**config.mk**
```make
export PLATFORM = sky130hd
export DESIGN_NAME = i2c_addr_match
export DESIGN_NICKNAME = d
export VERILOG_FILES = /design/src/rtl/i2c_addr_match.sv
export SDC_FILE = /design/constraint.sdc
export NUM_CORES = 1
export LEC_CHECK = 0
export BUFFER_PORTS_ARGS = -buffer_cell sky130_fd_sc_hd__clkbuf_2
export CAP_MARGIN = 25
export CORE_MARGIN = 3
export CORE_UTILIZATION = 25
export CTS_CLUSTER_DIAMETER = 100
export DETAILED_ROUTE_END_ITERATION = 6
export MAX_ROUTING_LAYER = met4
export PLACE_DENSITY = 0.55
export SYNTH_ARGS = -nofsm -noshare
export SYNTH_HDL_FRONTEND = slang
export SYNTH_SLANG_ARGS = --single-unit
```
**constraint.sdc**
```tcl
create_clock -name clk -period 2.3 [get_ports clk]
set_input_delay 0.345 -clock clk [delete_from_list [all_inputs] [get_ports clk]]
set_output_delay 0.345 -clock clk [all_outputs]
set_load 0.01 [all_outputs]
```
**src/rtl/i2c_addr_match.sv**
```systemverilog
module i2c_addr_match #(
  parameter int AW = 8
) (
  input  logic          clk,
  input  logic          rst_n,
  input  logic          start_i,
  input  logic          stop_i,
  input  logic          byte_vld_i,
  input  logic [AW-1:0] byte_i,
  input  logic          reg_we_i,
  input  logic          reg_sel_i,
  input  logic [AW-1:0] reg_wdata_i,
  output logic [AW-1:0] reg_rdata_o,
  output logic          ack_vld_o,
  output logic          ack_o,
  output logic          irq_o,
  output logic          slave_o,
  output logic          dir_o,
  output logic [AW+1:0] match_addr_o
);
  typedef enum logic [1:0] {ST_IDLE, ST_ADDR1, ST_ADDR2, ST_DONE} st_t;

  st_t           st;
  logic [AW-1:0] pri_q, ext_q;
  logic          dir_pend;

  wire ten_hdr  = (byte_i[7:3] == 5'b11110);
  wire gc_field = (byte_i[7:1] == 7'd0);

  assign reg_rdata_o  = reg_sel_i ? ext_q : pri_q;
  assign match_addr_o = {pri_q[2:1], ext_q};

  always_ff @(posedge clk or negedge rst_n) begin
    if (!rst_n) begin
      st        <= ST_IDLE;
      pri_q     <= '0;
      ext_q     <= '0;
      dir_pend  <= 1'b0;
      ack_vld_o <= 1'b0;
      ack_o     <= 1'b0;
      irq_o     <= 1'b0;
      slave_o   <= 1'b0;
      dir_o     <= 1'b0;
    end else begin
      if (reg_we_i) begin
        if (reg_sel_i) ext_q <= reg_wdata_i;
        else           pri_q <= reg_wdata_i;
      end
      ack_vld_o <= 1'b0;
      irq_o     <= 1'b0;
      if (stop_i) begin
        st      <= ST_IDLE;
        slave_o <= 1'b0;
      end else if (start_i) begin
        st      <= ST_ADDR1;
        slave_o <= 1'b0;
      end else if (byte_vld_i) begin
        case (st)
          ST_ADDR1: begin
            ack_vld_o <= 1'b1;
            ack_o     <= 1'b0;
            st        <= ST_DONE;
            if (ten_hdr) begin
              if (byte_i[2:1] == pri_q[2:1]) begin
                ack_o    <= 1'b1;
                st       <= ST_ADDR2;
                dir_pend <= byte_i[0];
              end
            end else if (gc_field) begin
              if (pri_q[0] && !byte_i[0]) begin
                ack_o   <= 1'b1;
                irq_o   <= 1'b1;
                slave_o <= 1'b1;
                dir_o   <= 1'b0;
              end
            end else if (byte_i[7:1] == pri_q[7:1]) begin
              ack_o   <= 1'b1;
              irq_o   <= 1'b1;
              slave_o <= 1'b1;
              dir_o   <= byte_i[0];
            end
          end
          ST_ADDR2: begin
            ack_vld_o <= 1'b1;
            st        <= ST_DONE;
            ack_o     <= (byte_i == ext_q);
            if (byte_i == ext_q) begin
              irq_o   <= 1'b1;
              slave_o <= 1'b1;
              dir_o   <= dir_pend;
            end
          end
          default: ;
        endcase
      end
    end
  end

  a_r2_irq_acked: assert property (@(posedge clk) disable iff (!rst_n)
    irq_o |-> (ack_vld_o && ack_o));
  a_r4_silent_first: assert property (@(posedge clk) disable iff (!rst_n)
    (st == ST_ADDR2) |-> (!irq_o && !slave_o));
  a_r5_slave_rise_irq: assert property (@(posedge clk) disable iff (!rst_n)
    $rose(slave_o) |-> irq_o);
  a_r6_ack_needs_byte: assert property (@(posedge clk) disable iff (!rst_n)
    ack_vld_o |-> $past(byte_vld_i));
  a_r7_clear_slave: assert property (@(posedge clk) disable iff (!rst_n)
    (stop_i || start_i) |=> !slave_o);
  a_r7_irq_pulse: assert property (@(posedge clk) disable iff (!rst_n)
    irq_o |=> !irq_o);
endmodule

```
==> results of run 1 <==
[per-layer routing]
layer | vias up | global-route usage [%]
li1 | 490 | -
met1 | 487 | 15.7
met2 | 38 | 15.2
met3 | 5 | 2.58
met4 | 0 | 2.03
met5 | - | -
[cell families (layout without fill, tap and decap cells)]
| group | count (synthesis) | in the layout | synth area share (%) |
|---|---|---|---|
| AOI/OAI and AO/OA | 10 | 10 | 5.84 |
| adders and majority gates | 2 | 2 | 1.82 |
| xor gates and xnor gates | 15 | 15 | 10.1 |
| buffers and inverters | 7 | 53 | 2.65 |
| DFF | 24 | 24 | 43.8 |
| muxes | 27 | 27 | 22.4 |
| and+or+nand+nor | 28 | 28 | 13.4 |
[worst max-delay path, cell delays in order, from the launching register on]
cell and delay, ns:
dfrtp_1 0.35, inv_1 0.06, ha_1 0.28, nand2b_1 0.17
or3_1 0.37, clkinv_1 0.11, o211ai_2 0.11, mux2_4 0.31
[final cells by class]
type	count	area (um2)	area share, %
Sequential cell	24	601	34.6
Timing Repair Buffer	46	233	13.4
Inverter	3	11.3	0.648
Clock inverter	1	30.0	1.73
Tap cell	70	87.6	5.04
Clock buffer	3	41.3	2.38
Multi-Input combinational cell	82	734	42.3
[where the power goes]
| group | internal (mW) | switching (mW) | total (mW) | leakage (nW) |
|---|---|---|---|---|
| logic | 0.162 | 0.143 | 0.305 | 0.447 |
| clock network | 0.233 | 0.145 | 0.378 | 0.0357 |
| registers | 0.473 | 0.0509 | 0.524 | 0.295 |
[how the worst max path moves through the flow]
stage                from     to
global placement    st[0]  dir_o
detailed placement  st[0]  dir_o
finish              st[0]  dir_o
global route        st[0]  dir_o
CTS                 st[0]  dir_o
floorplan           st[0]  dir_o
[through the flow]
stage | instance area (um2) | power [mW] | instances | worst slack, ns | hold slack [ns]
final | 1740 | 1.21 | 229 | 0.431 | 0.0634
after global routing | 1740 | 1.29 | 229 | 0.282 | 0.112
after CTS | 1740 | 1.23 | 229 | 0.429 | 0.0842
after floorplan | 1370 | 0.723 | 113 | 0.544 | 0.0494
after global placement | 1670 | 0.840 | 225 | 0.495 | 0.391
after detailed placement | 1670 | 0.843 | 225 | 0.452 | 0.395
[Yosys cell counts (2+ instances only)]
| cell | n | area [um2] |
|---|---|---|
| nand2_1 | 7 | 26.3 |
| nand4_1 | 4 | 25.0 |
| mux2_1 | 5 | 56.3 |
| xnor2_1 | 14 | 123 |
| ha_1 | 2 | 25.0 |
| inv_1 | 2 | 7.51 |
| nor2_1 | 5 | 18.8 |
| mux2_2 | 20 | 225 |
| buf_4 | 2 | 15.0 |
| nor2b_1 | 2 | 12.5 |
| buf_2 | 2 | 10.0 |
| dfrtp_1 | 24 | 601 |
[state kept, by name, indices dropped and copies added (netlist names)]
signal     cells
ack_o          1
ack_vld_o      1
dir_o          1
dir_pend       1
ext_q          8
irq_o          1
pri_q          8
slave_o        1
st             2
==> metrics.txt, run 1 <==
status=finished clean; gr usage total=10.8%; r2r startpoint=st[0]; post-layout util=33.4%; cts bufs inserted=3; Die H=80.1 um; Post-Syn Nets=138; Setup-failing EPs final=0; Netlist cell types=36; met1 WL=1500 um; arrival time at the worst endpoint=2.03 ns; synthesized instance count=113; # IOs=46; achievable frequency=535 MHz; initial antenna violation count=0; Hold Buf Count CTS=0; Avg WL per Cell=13.0 um; max_cap viols=0; FFs w/ async S/R, synth=100%; commonest cells after routing, fill and taps aside=clkbuf_2, dfrtp_1, mux2_2, xnor2_1, nand2_1; drt pass-1 iters=4; CTS tree=built; RSZ-0062 raised after global routing=false; share of cells above drive strength 1=49.7%; gr ovfl total=0; latest clock arrival within the worst-skew pair=0.27 ns; Worst Hold Class=in2async; GP Congestion=0.745; crit end category=flip-flop; DR iter-0 viols=30; Final Hold Fails=0; Slew Limit Fails=0; fin crit period=1.87 ns; Max Root-Sink Buffers=2; Pleak=0.779 nW; Inserted Diodes=0; largest net degree at the start of global routing=25; Nets=185; Yosys reg bits=24; Antenna Nets Post-Route=0; Synth Area per Inst=12.1 um2; first-pass GRT wire length=5280 um; Layout Skew=0.00892 ns; commonest non-fill, non-tap cell in the layout=clkbuf_2; Synth Cell Area=0.00137 mm2; Met3 Routed Length=200 um; sequential share of the synthesized area=43.8%; # port buffers=45; clock sink count=24; fill count=568; die area=0.00641 mm2; r2r worst-path depth=7; PostCTS Resize Cnt=0; slew of the pin with the lowest slew margin=0.619 ns; Slew headroom=58.7%; Vias/cell=4.45; total wire length=2980 um; EDFF count, synth=0; vias in the first global route=1040; area delta synth->final=26.7%; sum of negative setup slack=0 ns; Chip Width=80.1 um; row cnt=26; drt drc=0; R2R Setup Slk=0.43 ns; period utilisation layout=81.2%; CTS root buffer=clkbuf_8; Post-CTS Setup Inserts=0; main flop type after synthesis=dfrtp_1; maximum vdd drop=0.326 mV; detailed placement HPWL=2420 um; CTS H-tree lvls=1; Synth warnings=0; Core Box Area=0.00520 mm2; CP Data Required Time=2.46 ns; Worst Setup Start Kind=flip-flop; clk slew on worst S/H paths=0.09 ns; total power divided by cell area=694 mW/mm2; Met2 Wirelength=1250 um; uppermost layer routed=met4; vias=1020; CP max FO=4; WS Path Type=reg2reg; Starting Density=26.3%; worst flop-to-flop path endpoint=dir_o
(Power assumes the default switching activity.)
==> run 2, diff against run 1 <==
- PLACE_DENSITY: 0.55 -> 0.57
- clock period: 2.3 -> 1.65 ns (I/O delays scaled with it)
==> metrics.txt, run 2 (synthesis results as in run 1) <==
status=finished with violations; failing checks=setup timing; vias=1013; crit end category=flip-flop; Slew headroom=58.8%; area occupied by multi-input gates=768 um2; largest net degree at the start of global routing=25; Vias/cell=4.24; maximum vdd drop=0.646 mV; total power divided by cell area=928 mW/mm2; Internal=1.24 mW; initial antenna violation count=0; DR iter-0 viols=17; Layout Skew=0.0113 ns; Slew Limit Fails=0; Pleak=0.839 nW; WHS=0.197 ns; Psw=0.481 mW; fin crit period=1.69 ns; Setup-failing EPs final=2; Core Box Area=0.00520 mm2; commonest cells after routing, fill and taps aside=clkbuf_2, dfrtp_1, mux2_2, xnor2_1, buf_4; vias in the first global route=1114; gr usage total=10.4%; Chip Width=80.1 um; CTS root buffer=clkbuf_8; Nets=195; share of cells above drive strength 1=55.0%; Inserted Diodes=0; Pwr Total=1.72 mW; arrival time at the worst endpoint=1.85 ns; Worst Setup Start Kind=flip-flop; GP Congestion=0.728; max_cap viols=0; CP max FO=3; CP Data Required Time=1.81 ns; combinational power share=26.8%; busiest layer in global routing=met2; drt drc=0; detailed placement HPWL=2490 um; first-pass GRT wire length=5180 um; area delta synth->final=35.0%; Flop pwr share=42.3%; period utilisation layout=103%; routing usage on met3=2.69%; fill count=550; achievable frequency=590 MHz; Avg WL per Cell=12.8 um; GR Util met1=13.5%; switching share of power=28.0%; CTS H-tree lvls=1; sum of negative setup slack=-0.0497 ns; # IOs=46; Final Hold Fails=0; Reg area=601 um2; Max Root-Sink Buffers=2; clk slew on worst S/H paths=0.10 ns; row cnt=26; gr ovfl total=0; Die H=80.1 um; die area=0.00641 mm2; Antenna Nets Post-Route=0; latest clock arrival within the worst-skew pair=0.28 ns; total wire length=3060 um; clock share of power=30.9%; slew of the pin with the lowest slew margin=0.619 ns; WS Path Type=reg2reg; drt pass-1 iters=2; grt met2 use=16.7%; Starting Density=26.3%; min setup slack post-route=-0.0441 ns; # port buffers=45; clock sink count=24; commonest non-fill, non-tap cell in the layout=clkbuf_2; biggest regs=ext_q: 8 flops, pri_q: 8 flops, st: 2 flops; Worst Hold Class=in2reg; cts bufs inserted=3; RSZ-0062 raised after global routing=true; CTS tree=built
-- run 2: cell types whose count changed in the layout (fill, tap and decap cells not counted), sizes merged --
cell         change
buf              +9
clkinv           -1
dlygate4sd3      +1
inv              +1
-- run 2: cell type report --
type / count / area share (%)
flip-flops and latches: 24 / 32.4
clock inverters: 1 / 1.62
inverters: 3 / 0.743
repair buffers: 56 / 16.8
clock buffers: 3 / 2.23
multi-input cells: 82 / 41.5
well taps: 70 / 4.73
-- run 2: per-stage QoR --
| stage | setup WS (ns) | cells | utilization, % | area, um2 |
|---|---|---|---|---|
| 6_report | -0.0441 | 239 | 35.6 | 1850 |
| 5_1_grt | -0.103 | 239 | 35.6 | 1850 |
| 4_1_cts | -0.0900 | 238 | 35.0 | 1820 |
| 3_5_place_dp | -0.0880 | 231 | 33.1 | 1730 |
| 3_3_place_gp | -0.0509 | 231 | 33.1 | 1730 |
| 2_1_floorplan | -0.0531 | 113 | - | 1390 |
-- run 2: repair_timing --
item,4_1_cts,5_1_grt
hold endpoints to repair,14,0
gates resized for setup,0,4
buffers inserted,2,1
hold buffers,1,0
endpoints found under the setup margin,2,3
-- run 2: critical path, cell delays in order, from the launching register on --
cell and delay, ns:
dfrtp_1 0.39, inv_2 0.08, ha_4 0.19, nand2b_4 0.13, or3_4 0.35, inv_4 0.07
o211ai_4 0.06, mux2_4 0.30
-- run 2: final timing paths --
kind,startpoint,endpoint,slack (ns),cells past startpoint
worst max-delay path,st[0],dir_o,-0.04,7
worst min-delay path,reg_wdata_i[4],pri_q[4],0.20,2
worst max register to register,st[0],dir_o,-0.04,7
worst min register to register,slave_o,slave_o,0.49,2
max in group asynchronous,rst_n,st[0],0.74,2
min in group asynchronous,rst_n,pri_q[4],0.50,2
-- run 2: power by group through the flow --
stage	Combinational (mW)	Clock (mW)	Sequential (mW)
floorplan	0.265	0	0.746
global placement	0.452	0	0.741
detailed placement	0.455	0	0.741
CTS	0.463	0.551	0.729
global route	0.508	0.574	0.741
finish	0.461	0.530	0.727
-- run 2: layer usage --
metal	wire length (um)	share of wire [%]
met1	1440	47
met2	1400	46
met3	208	6.8
met4	6	0.20
met5	0	0
==> run 3, diff against run 2 <==
- clock period: 1.65 -> 1.48 ns (I/O delays scaled with it)
==> metrics.txt, run 3 (synthesis results as in run 1) <==
CP max FO=3; Final Hold Fails=0; total power divided by cell area=988 mW/mm2; Placed Cells=251; CTS root buffer=clkbuf_8; Worst Setup Start Kind=flip-flop; Chip Width=80.1 um; r2r worst-path depth=7; arrival time at the worst endpoint=1.86 ns; Met3 Routed Length=172 um; drt pass-1 iters=4; crit end category=flip-flop; area delta synth->final=49.9%; fill count=530; drt drc=0; min setup slack post-route=-0.224 ns; worst flop-to-flop path endpoint=dir_o; met1 WL=1480 um; # IOs=46; Hold EP=pri_q[3]; first-pass GRT wire length=5310 um; biggest regs=ext_q: 8 flops, pri_q: 8 flops, st: 2 flops; Psw=0.553 mW; die area=0.00641 mm2; maximum vdd drop=0.573 mV; CP startpoint=st[0]; Nets=215; combinational power share=32.2%; initial antenna violation count=0; share of cells above drive strength 1=62.4%; DP Worst Slack=-0.240 ns; area occupied by multi-input gates=798 um2; total wire length=3200 um; uppermost layer routed=met4; Avg WL per Cell=12.3 um; CP max stage delay=0.39 ns; DR iter-0 viols=27; critical path's slowest cell=dfrtp_1; Max Root-Sink Buffers=2; largest net degree at the start of global routing=25; row cnt=26; Inserted Diodes=0; cts bufs inserted=3; RSZ-0062 raised after global routing=true; commonest cells after routing, fill and taps aside=clkbuf_2, buf_4, dfrtp_1, mux2_2, xnor2_1; Setup-failing EPs final=4; slew of the pin with the lowest slew margin=0.606 ns; CTS tree=built; Placed Area=0.00188 mm2; achievable frequency=587 MHz; commonest non-fill, non-tap cell in the layout=clkbuf_2; design area=0.00206 mm2; gr usage total=11.0%; fin crit period=1.70 ns; Flop pwr share=39.2%; vias in the first global route=1137; vias=1091; hold_sp=reg_wdata_i[3]; Finished Layout Cells=259; CP Cell Sequence=inv_2 -> ha_4 -> nand2b_4 -> or3_4 -> inv_4 -> o211ai_4 -> mux2_4; max_cap viols=0; Slew headroom=59.6%; Internal=1.48 mW; status=finished with violations; CTS H-tree lvls=1; Slew Limit Fails=0; Die H=80.1 um; r2r startpoint=st[0]; # port buffers=45; failing checks=setup timing; Met2 Wirelength=1540 um; detailed placement HPWL=2580 um; Starting Density=26.3%; CP Data Required Time=1.64 ns; switching share of power=27.2%; clk slew on worst S/H paths=0.09 ns; GP Congestion=0.739; clock share of power=28.6%; gr ovfl total=0; post-layout util=39.5%; Vias/cell=4.21; Worst Hold Depth=2; Layout Skew=0.00792 ns; Reg area=601 um2; WS Path Type=reg2reg; latest clock arrival within the worst-skew pair=0.27 ns; R2R Setup Slk=-0.22 ns; Antenna Nets Post-Route=0; Worst Hold Class=in2reg; Core Box Area=0.00520 mm2; period utilisation layout=115%; Pleak=0.960 nW; clock sink count=24
## run 3: cell count changes in the layout (fill, tap and decap cells not counted), sizes merged
cell / delta
buf: +22
clkbuf: -2
## run 3: power by group through the flow
stage               registers, mW  clock network (mW)  logic [mW]
finish                      0.796               0.580       0.655
CTS                         0.793               0.601       0.620
global route                0.809               0.625       0.718
global placement            0.802                   0       0.615
detailed placement          0.805                   0       0.614
floorplan                   0.832                   0       0.296
## run 3: worst max-delay path by stage
stage / slack, ns / to
6_report: -0.22 / dir_o
5_1_grt: -0.28 / dir_o
4_1_cts: -0.26 / dir_o
3_5_place_dp: -0.24 / dir_o
3_3_place_gp: -0.22 / dir_o
2_1_floorplan: -0.22 / dir_o
## run 3: what timing repair did
item,CTS,global route
setup buffers,1,2
gates cloned,0,0
resized for setup,0,16
hold buffers,1,0
endpoints found under the setup margin,3,7
pin swaps,0,3
endpoints found under the hold margin,24,0
## run 3: cell type report
cell class | instances | area share, %
Clock buffer | 3 | 2.01
Clock inverter | 1 | 1.46
Inverter | 3 | 0.670
Multi-Input combinational cell | 82 | 38.8
Sequential cell | 24 | 29.2
Tap cell | 70 | 4.26
Timing Repair Buffer | 76 | 23.6
## run 3: worst max-delay path: cells and delay by family, from the launching register on
kind,cells,cell delay [ns]
adders and majority gates,1,0.19
and+or+nand+nor,2,0.48
muxes,1,0.30
DFF,1,0.39
AOI/OAI and AO/OA,1,0.07
buffers and inverters,2,0.16
## run 3: per-layer routing
| metal | vias up | track usage, % |
|---|---|---|
| li1 | 553 | - |
| met1 | 503 | 14.1 |
| met2 | 33 | 17.6 |
| met3 | 2 | 2.58 |
| met4 | 0 | 2.53 |
| met5 | - | - |
## run 3: stage by stage
stage | hold WS, ns | TNS (ns) | total power [mW]
2_1_floorplan | -0.0736 | -0.302 | 1.13
3_3_place_gp | 0.274 | -0.485 | 1.42
3_5_place_dp | 0.268 | -0.482 | 1.42
4_1_cts | 0.169 | -0.640 | 2.01
5_1_grt | 0.179 | -0.981 | 2.15
6_report | 0.175 | -0.650 | 2.03
